File: src/rtl/fcd_pkg.sv
package fcd_pkg;

    localparam int CMD_AW = 12;
    localparam int CMD_DW = 8;

    localparam logic [CMD_AW-1:0] ADR_KEY_A = 12'h555;
    localparam logic [CMD_AW-1:0] ADR_KEY_B = 12'h2AA;

    localparam logic [CMD_DW-1:0] CMD_KEY_A   = 8'hAA;
    localparam logic [CMD_DW-1:0] CMD_KEY_B   = 8'h55;
    localparam logic [CMD_DW-1:0] CMD_PROG    = 8'hA0;
    localparam logic [CMD_DW-1:0] CMD_ERASE   = 8'h80;
    localparam logic [CMD_DW-1:0] CMD_FASTON  = 8'h20;
    localparam logic [CMD_DW-1:0] CMD_SECTOR  = 8'h30;
    localparam logic [CMD_DW-1:0] CMD_WHOLE   = 8'h10;
    localparam logic [CMD_DW-1:0] CMD_FASTOFF = 8'h90;
    localparam logic [CMD_DW-1:0] CMD_CONFIRM = 8'h00;
    localparam logic [CMD_DW-1:0] CMD_RESET   = 8'hF0;

    typedef enum logic [1:0] {
        OP_NONE   = 2'd0,
        OP_PROG   = 2'd1,
        OP_SECTOR = 2'd2,
        OP_WHOLE  = 2'd3
    } op_kind_t;

    typedef enum logic [3:0] {
        ST_IDLE,
        ST_KEY1,
        ST_KEY2,
        ST_PDATA,
        ST_ESETUP,
        ST_EKEY1,
        ST_EKEY2,
        ST_EMORE,
        ST_FAST,
        ST_FPDATA,
        ST_FEXIT
    } seq_state_t;

    function automatic logic step_hit(input logic [CMD_AW-1:0] a,
                                      input logic [CMD_DW-1:0] d,
                                      input logic [CMD_AW-1:0] ea,
                                      input logic [CMD_DW-1:0] ed);
        return (a == ea) && (d == ed);
    endfunction

endpackage

File: src/rtl/fcd_bus_capture.sv
module fcd_bus_capture #(
    parameter int ADDR_W = 22,
    parameter int DATA_W = 16
) (
    input  logic              clk,
    input  logic              rst,
    input  logic              sync_en,
    input  logic              bclk,
    input  logic              ce_n,
    input  logic              we_n,
    input  logic              oe_n,
    input  logic              avd_n,
    input  logic [ADDR_W-1:0] addr,
    input  logic [DATA_W-1:0] data,
    output logic              wr_valid,
    output logic [ADDR_W-1:0] wr_addr,
    output logic [DATA_W-1:0] wr_data
);

    logic              p_ce_n, p_we_n, p_oe_n, p_avd_n, p_bclk, p_bclk_d;
    logic [ADDR_W-1:0] p_addr;
    logic [DATA_W-1:0] p_data;
    logic              act_d;
    logic              sync_hit;
    logic [ADDR_W-1:0] sync_addr;
    logic [ADDR_W-1:0] cyc_addr;
    logic              oe_ok;

    logic act, cyc_start, cyc_end, bclk_rise, avd_latch;

    always_comb begin
        act       = ~p_ce_n & ~p_we_n;
        cyc_start = act & ~act_d;
        cyc_end   = ~act & act_d;
        bclk_rise = p_bclk & ~p_bclk_d;
        avd_latch = sync_en & bclk_rise & ~p_avd_n & ~p_ce_n & p_oe_n;
    end

    always_ff @(posedge clk) begin
        if (rst) begin
            p_ce_n    <= 1'b1;
            p_we_n    <= 1'b1;
            p_oe_n    <= 1'b1;
            p_avd_n   <= 1'b1;
            p_bclk    <= 1'b0;
            p_bclk_d  <= 1'b0;
            p_addr    <= '0;
            p_data    <= '0;
            act_d     <= 1'b0;
            sync_hit  <= 1'b0;
            sync_addr <= '0;
            cyc_addr  <= '0;
            oe_ok     <= 1'b0;
            wr_valid  <= 1'b0;
            wr_addr   <= '0;
            wr_data   <= '0;
        end else begin
            p_ce_n   <= ce_n;
            p_we_n   <= we_n;
            p_oe_n   <= oe_n;
            p_avd_n  <= avd_n;
            p_bclk   <= bclk;
            p_bclk_d <= p_bclk;
            p_addr   <= addr;
            p_data   <= data;
            act_d    <= act;

            if (cyc_end)
                sync_hit <= 1'b0;
            if (avd_latch) begin
                sync_hit  <= 1'b1;
                sync_addr <= p_addr;
            end

            if (cyc_start) begin
                if (avd_latch)
                    cyc_addr <= p_addr;
                else if (sync_en && sync_hit)
                    cyc_addr <= sync_addr;
                else
                    cyc_addr <= p_addr;
                oe_ok <= p_oe_n;
            end else if (act && !p_oe_n) begin
                oe_ok <= 1'b0;
            end

            wr_valid <= cyc_end & oe_ok & p_oe_n;
            if (cyc_end) begin
                wr_addr <= cyc_addr;
                wr_data <= p_data;
            end
        end
    end


    oe_gate_chk: assert property (@(posedge clk) disable iff (rst)
        wr_valid |-> $past(p_oe_n));


    one_event_chk: assert property (@(posedge clk) disable iff (rst)
        wr_valid |=> !wr_valid);

endmodule

File: src/rtl/fcd_cmd_seq.sv
module fcd_cmd_seq
    import fcd_pkg::*;
#(
    parameter int ADDR_W = 22,
    parameter int DATA_W = 16
) (
    input  logic              clk,
    input  logic              rst,
    input  logic              wr_valid,
    input  logic [ADDR_W-1:0] wr_addr,
    input  logic [DATA_W-1:0] wr_data,
    output logic              op_valid,
    output op_kind_t          op_kind,
    output logic [ADDR_W-1:0] op_addr,
    output logic [DATA_W-1:0] op_data
);

    seq_state_t state, nxt;
    op_kind_t   emit;

    logic [CMD_AW-1:0] la;
    logic [CMD_DW-1:0] ld;
    logic              data_step;

    always_comb begin
        la        = wr_addr[CMD_AW-1:0];
        ld        = wr_data[CMD_DW-1:0];
        data_step = (state == ST_PDATA) || (state == ST_FPDATA);
        nxt       = state;
        emit      = OP_NONE;
        if (wr_valid) begin
            nxt = ST_IDLE;
            unique case (state)
                ST_IDLE:   if (step_hit(la, ld, ADR_KEY_A, CMD_KEY_A)) nxt = ST_KEY1;
                ST_KEY1:   if (step_hit(la, ld, ADR_KEY_B, CMD_KEY_B)) nxt = ST_KEY2;
                ST_KEY2: begin
                    if (step_hit(la, ld, ADR_KEY_A, CMD_PROG))        nxt = ST_PDATA;
                    else if (step_hit(la, ld, ADR_KEY_A, CMD_ERASE))  nxt = ST_ESETUP;
                    else if (step_hit(la, ld, ADR_KEY_A, CMD_FASTON)) nxt = ST_FAST;
                end
                ST_PDATA:  emit = OP_PROG;
                ST_ESETUP: if (step_hit(la, ld, ADR_KEY_A, CMD_KEY_A)) nxt = ST_EKEY1;
                ST_EKEY1:  if (step_hit(la, ld, ADR_KEY_B, CMD_KEY_B)) nxt = ST_EKEY2;
                ST_EKEY2: begin
                    if (step_hit(la, ld, ADR_KEY_A, CMD_WHOLE)) begin
                        emit = OP_WHOLE;
                    end else if (ld == CMD_SECTOR) begin
                        emit = OP_SECTOR;
                        nxt  = ST_EMORE;
                    end
                end
                ST_EMORE: begin
                    if (ld == CMD_SECTOR) begin
                        emit = OP_SECTOR;
                        nxt  = ST_EMORE;
                    end
                end
                ST_FAST: begin
                    if (ld == CMD_PROG)         nxt = ST_FPDATA;
                    else if (ld == CMD_FASTOFF) nxt = ST_FEXIT;
                end
                ST_FPDATA: begin
                    emit = OP_PROG;
                    nxt  = ST_FAST;
                end
                ST_FEXIT:  nxt = ST_IDLE;
                default:   nxt = ST_IDLE;
            endcase
            if (ld == CMD_RESET && !data_step) begin
                nxt  = ST_IDLE;
                emit = OP_NONE;
            end
        end
    end

    always_ff @(posedge clk) begin
        if (rst) begin
            state    <= ST_IDLE;
            op_valid <= 1'b0;
            op_kind  <= OP_NONE;
            op_addr  <= '0;
            op_data  <= '0;
        end else begin
            state    <= nxt;
            op_valid <= (emit != OP_NONE);
            if (emit != OP_NONE) begin
                op_kind <= emit;
                op_addr <= (emit == OP_WHOLE) ? '0 : wr_addr;
                op_data <= (emit == OP_PROG) ? wr_data : '0;
            end
        end
    end


    reset_quiet_chk: assert property (@(posedge clk)
        rst |=> !op_valid);


    single_pulse_chk: assert property (@(posedge clk) disable iff (rst)
        op_valid |=> !op_valid);


    reset_cmd_chk: assert property (@(posedge clk) disable iff (rst)
        (wr_valid && wr_data[CMD_DW-1:0] == CMD_RESET &&
         state != ST_PDATA && state != ST_FPDATA) |=> (state == ST_IDLE && !op_valid));


    sector_path_chk: assert property (@(posedge clk) disable iff (rst)
        (op_valid && op_kind == OP_SECTOR) |-> state == ST_EMORE);

endmodule

File: src/rtl/fcd_cmd_decoder.sv
module fcd_cmd_decoder
    import fcd_pkg::*;
#(
    parameter int ADDR_W = 22,
    parameter int DATA_W = 16
) (
    input  logic              clk,
    input  logic              rst,
    input  logic              sync_en,
    input  logic              bclk,
    input  logic              ce_n,
    input  logic              we_n,
    input  logic              oe_n,
    input  logic              avd_n,
    input  logic [ADDR_W-1:0] addr,
    input  logic [DATA_W-1:0] data,
    output logic              op_valid,
    output logic [1:0]        op_kind,
    output logic [ADDR_W-1:0] op_addr,
    output logic [DATA_W-1:0] op_data
);

    logic              wr_valid;
    logic [ADDR_W-1:0] wr_addr;
    logic [DATA_W-1:0] wr_data;
    op_kind_t          kind_w;

    fcd_bus_capture #(.ADDR_W(ADDR_W), .DATA_W(DATA_W)) u_capture (
        .clk(clk), .rst(rst), .sync_en(sync_en), .bclk(bclk),
        .ce_n(ce_n), .we_n(we_n), .oe_n(oe_n), .avd_n(avd_n),
        .addr(addr), .data(data),
        .wr_valid(wr_valid), .wr_addr(wr_addr), .wr_data(wr_data)
    );

    fcd_cmd_seq #(.ADDR_W(ADDR_W), .DATA_W(DATA_W)) u_seq (
        .clk(clk), .rst(rst),
        .wr_valid(wr_valid), .wr_addr(wr_addr), .wr_data(wr_data),
        .op_valid(op_valid), .op_kind(kind_w),
        .op_addr(op_addr), .op_data(op_data)
    );

    assign op_kind = kind_w;

endmodule

File: config.mk
export PLATFORM = sky130hd
export DESIGN_NAME = fcd_cmd_decoder
export DESIGN_NICKNAME = d
export VERILOG_FILES = /design/src/rtl/fcd_pkg.sv /design/src/rtl/fcd_bus_capture.sv /design/src/rtl/fcd_cmd_seq.sv /design/src/rtl/fcd_cmd_decoder.sv
export SDC_FILE = /design/constraint.sdc
export NUM_CORES = 1
export LEC_CHECK = 0
export BUFFER_PORTS_ARGS = -buffer_cell sky130_fd_sc_hd__buf_2
export CAP_MARGIN = 20
export CORE_UTILIZATION = 30
export CTS_CLUSTER_DIAMETER = 30
export DETAILED_ROUTE_END_ITERATION = 12
export PLACE_DENSITY = 0.58
export SETUP_SLACK_MARGIN = 0.1
export SYNTH_ARGS = -nofsm -noshare
export SYNTH_HDL_FRONTEND = slang
export SYNTH_HIERARCHICAL = 1
export SYNTH_SLANG_ARGS = --single-unit
File: constraint.sdc
create_clock -name clk -period 3.6 [get_ports clk]
set_input_delay 0.72 -clock clk [delete_from_list [all_inputs] [get_ports clk]]
set_output_delay 0.72 -clock clk [all_outputs]
set_load 0.02 [all_outputs]
; Word level (Yosys, flattened, before mapping)
; Index checks and enable logic that the tools add are counted.
; Widths: inputs -> output; s select.
[totals]
ff_bits = 175
[op_classes]
eq_ne = 22
mux = 26
bitwise_logic = 16
reduce_logical = 17
[op_table]
columns = op, n
row1 = $mux 22, 3
row2 = $eq 8x8->1 const B, 5
row3 = $pmux 4 s9, 1
row4 = $mux 4, 7
row5 = $eq 4x3->1 const B, 4
row6 = $eq 8x6->1 const B, 2
row7 = $mux 16, 1
row8 = $eq 12x10->1 const B, 1
row9 = $eq 12x11->1 const B, 1
row10 = $and 1x1->1, 10
row11 = $mux 2, 5
row12 = $logic_and 1x1->1, 9
row13 = $mux 3, 3
row14 = $eq 4x2->1 const B, 2
row15 = $eq 4x4->1 const B, 2
row16 = $eq 8x5->1 const B, 1
row17 = $eq 8x7->1 const B, 1
row18 = $not 1->1, 6
row19 = $pmux 2 s3, 1
row20 = $reduce_bool 2->1, 3
row21 = $mux 1, 5
row22 = $eq 4x1->1 const B, 1
row23 = $logic_not 4->1, 1
row24 = $eq 2x1->1 const B, 1
row25 = other kinds (4), 5

; Depth between registers and ports, before layout
[depth]
ltp_word = 8
depth_mapped = 8
ltp_nobuf = 5

; Modules after synthesis
; The synthesis kept the hierarchy.
[by_module_without_submodules]
columns = module, n_inst, cells_each, area_each_um2
row1 = fcd_bus_capture, 1, 509, 4809.6
row2 = fcd_cmd_seq, 1, 231, 2077.0

; Worst setup path before layout
; No wires, ideal clock.
[synth_path]
kind = register to register
start = register u_capture.wr_data[6]
end = register u_seq.op_data[10]
setup_time_ns = 0.117
arrival_ns = 2.117
required_ns = 3.483
setup_slack_ns = 1.367
path_stages_with_launch = 7
period_less_slack_ns = 2.233
cell_sequence = dfxtp_1 -> or4b_1 -> or4_4 -> o211ai_4 -> a21oi_4 -> buf_6 -> a22o_1
[synth_between]
elab_chain_cells = 8
elab_cells_between_ends = 13
[synth_lines]
columns = item, line
row1 = start: declaration, fcd_bus_capture.sv:17  ; output logic [DATA_W-1:0] wr_data
row2 = start signal: assignment, fcd_bus_capture.sv:90  ; wr_data <= p_data;
row3 = $eq 8x6->1 or $eq 8x5->1 (tied branches), "fcd_cmd_seq.sv:47, fcd_cmd_seq.sv:53, fcd_pkg.sv:45"
row4 = $mux 2 or $logic_and 1x1->1 (tied branches), "fcd_cmd_seq.sv:47, fcd_cmd_seq.sv:53, fcd_pkg.sv:45"
row5 = $mux 2, fcd_cmd_seq.sv:45  ; if (step_hit(la, ld, ADR_KEY_A, CMD_WHOLE)) begin
row6 = $pmux 2 s3, fcd_cmd_seq.sv:33  ; unique case (state)
row7 = $mux 2 (*), fcd_cmd_seq.sv:69  ; if (ld == CMD_RESET && !data_step) begin
row8 = $mux 2 (*), fcd_cmd_seq.sv:31  ; if (wr_valid) begin
row9 = $eq 2x1->1, fcd_cmd_seq.sv:89  ; op_data <= (emit == OP_PROG) ? wr_data : '0;
row10 = $mux 16, fcd_cmd_seq.sv:89
row11 = end signal: assignment, fcd_cmd_seq.sv:89
row12 = end: declaration, fcd_cmd_seq.sv:15  ; output logic [DATA_W-1:0] op_data
; Every way passes the cells marked *; elsewhere a longest branch is shown, timed or not.
; A chain may end at the register's enable or synchronous reset.

; Worst setup path in the final report
[layout_path]
start = register u_seq.state[1]
end = register u_seq.op_addr[14]
[layout_between]
elab_chain_cells = 8
elab_cells_between_ends = 14
[layout_lines]
columns = item, line
row1 = start: declaration, fcd_cmd_seq.sv:18  ; seq_state_t state, nxt;
row2 = start signal: assignment, fcd_cmd_seq.sv:84  ; state <= nxt;
row3 = "parallel branches: the longest is 4 deep, another holds $eq 4x4->1", n/a
row4 = $mux 2 (*), fcd_cmd_seq.sv:69
row5 = $mux 2 (*), fcd_cmd_seq.sv:31
row6 = $eq 2x2->1, fcd_cmd_seq.sv:88  ; op_addr <= (emit == OP_WHOLE) ? '0 : wr_addr;
row7 = $mux 22, fcd_cmd_seq.sv:88
row8 = end signal: assignment, fcd_cmd_seq.sv:88
row9 = end: declaration, fcd_cmd_seq.sv:14  ; output logic [ADDR_W-1:0] op_addr,
; Every way passes the cells marked *.

==> impl_metrics.toml <==
[synthesis]
synth_top_area_cell = "dfxtp_1"
netlist.area_leader.share = 0.5087
ys_seq_elements = 175
synth-main-ff-cell = "dfxtp_1"
synth.area.top_cells = "dfxtp_1, a21oi_1, nand2_1"
netlist_instances = 740
synth_fp_nets = 786
synth.avg_cell_area_um2 = 9.306
synth.distinct_cells = 57
async_flop_share = 0
synth-edff-count = 0
syn-cell-area_um2 = 6887
yosysSeqAreaShare = 0.5087
yosysWarnings = 6

[sta]
min_period_over_period = 0.7860
finClkSkew_ns = 0.01440
rsz0062_at_grt = "no"
report.final.slew_viol_count = 0
period_minus_slack_ns = 2.830
finalHoldWorstSlack_ns = 0.4344
relSlewSlack = 0.2965
clock.fmax_mhz = 353.4
hold_viol = 0
setup_violations = 0
setup_tns_ns = 0
worst_pin_slew_ns = 1.055

[routing]
wl_per_cell_um = 15.63
vias = 5595
final_antenna_net_count = 0
wl_um = 17020
first_iter_violations = 389
drcViolationCount = 0
routed_via_density = 5.138
dr.pass1.iters = 5

[clock_tree]
cts_tree = "built"
clkTransAtPathRegs_ns = 0.07
postCtsHoldBufs = 0
clockBufferDepth = 2
clk_latency_ns = 0.43
h-tree-depth = 4
cts_made_buffers = 17
post_cts_buffers = 0
cts.repair.resized = 0
cts_sinks = 175
root_buffer = "clkbuf_16"

[setup_path]
arrival_ns = 3.10
required_ns = 3.87
critPathKind = "reg2reg"
critPathLaunchType = "flop"
path_max_fanout = 29
cp-end-kind = "flop"

[finish]
nFillCells = 2357
final_cell_mix = "dfxtp_1, a21oi_1, buf_2"
regArea_um2 = 3503
multi_input_area_um2 = 3073
final_area_um2 = 8077
syn2layout_area_growth_pct = 17.28
diodes = 0
drive_gt1_frac = 0.2077
fin_cells = 1089
nets = 837
final_common_cell = "dfxtp_1"

[grt]
antenna_found_initial = 0
grt_usage = 0.1468
busiest_layer = "met2"
grt_pass1_vias = 5022
grt_first_pass_wirelength_um = 27630
grt_use_met2 = 0.2134
grt_max_degree = 57
grt_use_met1 = 0.2111
grt_overflow = 0
met3_usage = 0.03551

[place]
postPlaceCellArea_um2 = 7471
port-buffer-count = 86
dp_hpwl_um = 10780
gp_congestion = 0.8144
dpl.cell_count = 1057

[power_and_ir_drop]
total_power_uw = 4000
power.leakage_uw = 0.002841
irDropWorstVdd_uv = 288.2
cellPowerDensity_nw_per_um2 = 495.3

[floorplan]
core_um2 = 22570
die-area_um2 = 23570
pin_count = 87
std_cell_rows = 55
die_y_um = 153.5
initial_core_util = 0.3051
die_x_um = 153.5

[min_path]
hp-class = "reg2reg"

[outcome]
outcome = "complete, no violations"

[run]
drv_cap = 0
==> cells in the mapped netlist, drive strengths merged (11+ instances only) <==
library cell,instances
dfxtp,175
a21oi,90
nand2,83
nand3,48
o21ai,47
clkbuf,46
nor2b,42
o31ai,24
a221oi,22
and3,22
o2bb2ai,22
buf,20
a22o,16
nor2,11
==> per-layer routing <==
metal	routed length, um	share of wire
met5	0	0
met4	174	0.010
met3	995	0.058
met2	7525	0.44
met1	8327	0.49
==> final timing paths <==
check                  startpoint                    end  cells past startpoint  slack, ns
min reg2reg  u_capture/p_data[13]  u_capture/wr_data[13]                      2       0.43
min          u_capture/p_data[13]  u_capture/wr_data[13]                      2       0.43
max reg2reg        u_seq/state[1]      u_seq/op_addr[14]                      5       0.77
max                u_seq/state[1]      u_seq/op_addr[14]                      5       0.77
==> through the flow <==
stage / utilization / setup WS, ns
after floorplan: - / 1.367
after global placement: 0.3307 / 0.8791
after detailed placement: 0.3310 / 0.8194
after CTS: 0.3578 / 0.8076
after global routing: 0.3578 / 0.5697
final: 0.3578 / 0.7705
==> where the power goes <==
part           internal [uW]  switching, uW
clock network           1070            791
registers               1970           26.9
logic                   52.8           89.2
==> flip-flops by register name, indices dropped and copies added, names as in the netlist, 2 cells and up <==
signal and cells:
u_capture/cyc_addr 22, u_capture/p_addr 22, u_capture/sync_addr 22, u_capture/wr_addr 22, u_seq/op_addr 22, u_capture/p_data 16, u_capture/wr_data 16, u_seq/op_data 16
u_seq/state 4, u_seq/op_kind 2
==> final cells by class <==
class                      count  area share
multi-input combinational    495      0.3805
clock inverter                13     0.01890
tap                          285     0.04415
sequential                   175      0.4338
timing repair buffer          98     0.06476
clock buffer                  19     0.05608
inverter                       4    0.001859
==> cell families (layout without fill, tap and decap cells) <==
family          after synthesis  count (layout)  share of synthesized area
compound gates              236             236                     0.2371
simple gates                257             257                     0.2040
buf+inv                      70             134                    0.04760
xor+xnor                      2               2                   0.002544
flops                       175             175                     0.5087
==> worst max-delay path, stage by stage (launching register included) <==
cell     delay [ns]
dfxtp_1        0.51
xor2_1         0.22
and2_1         0.20
o31a_1         0.86
a41o_1         0.79
a21oi_1        0.09
No activity file was read; power rests on OpenSTA's default activity.
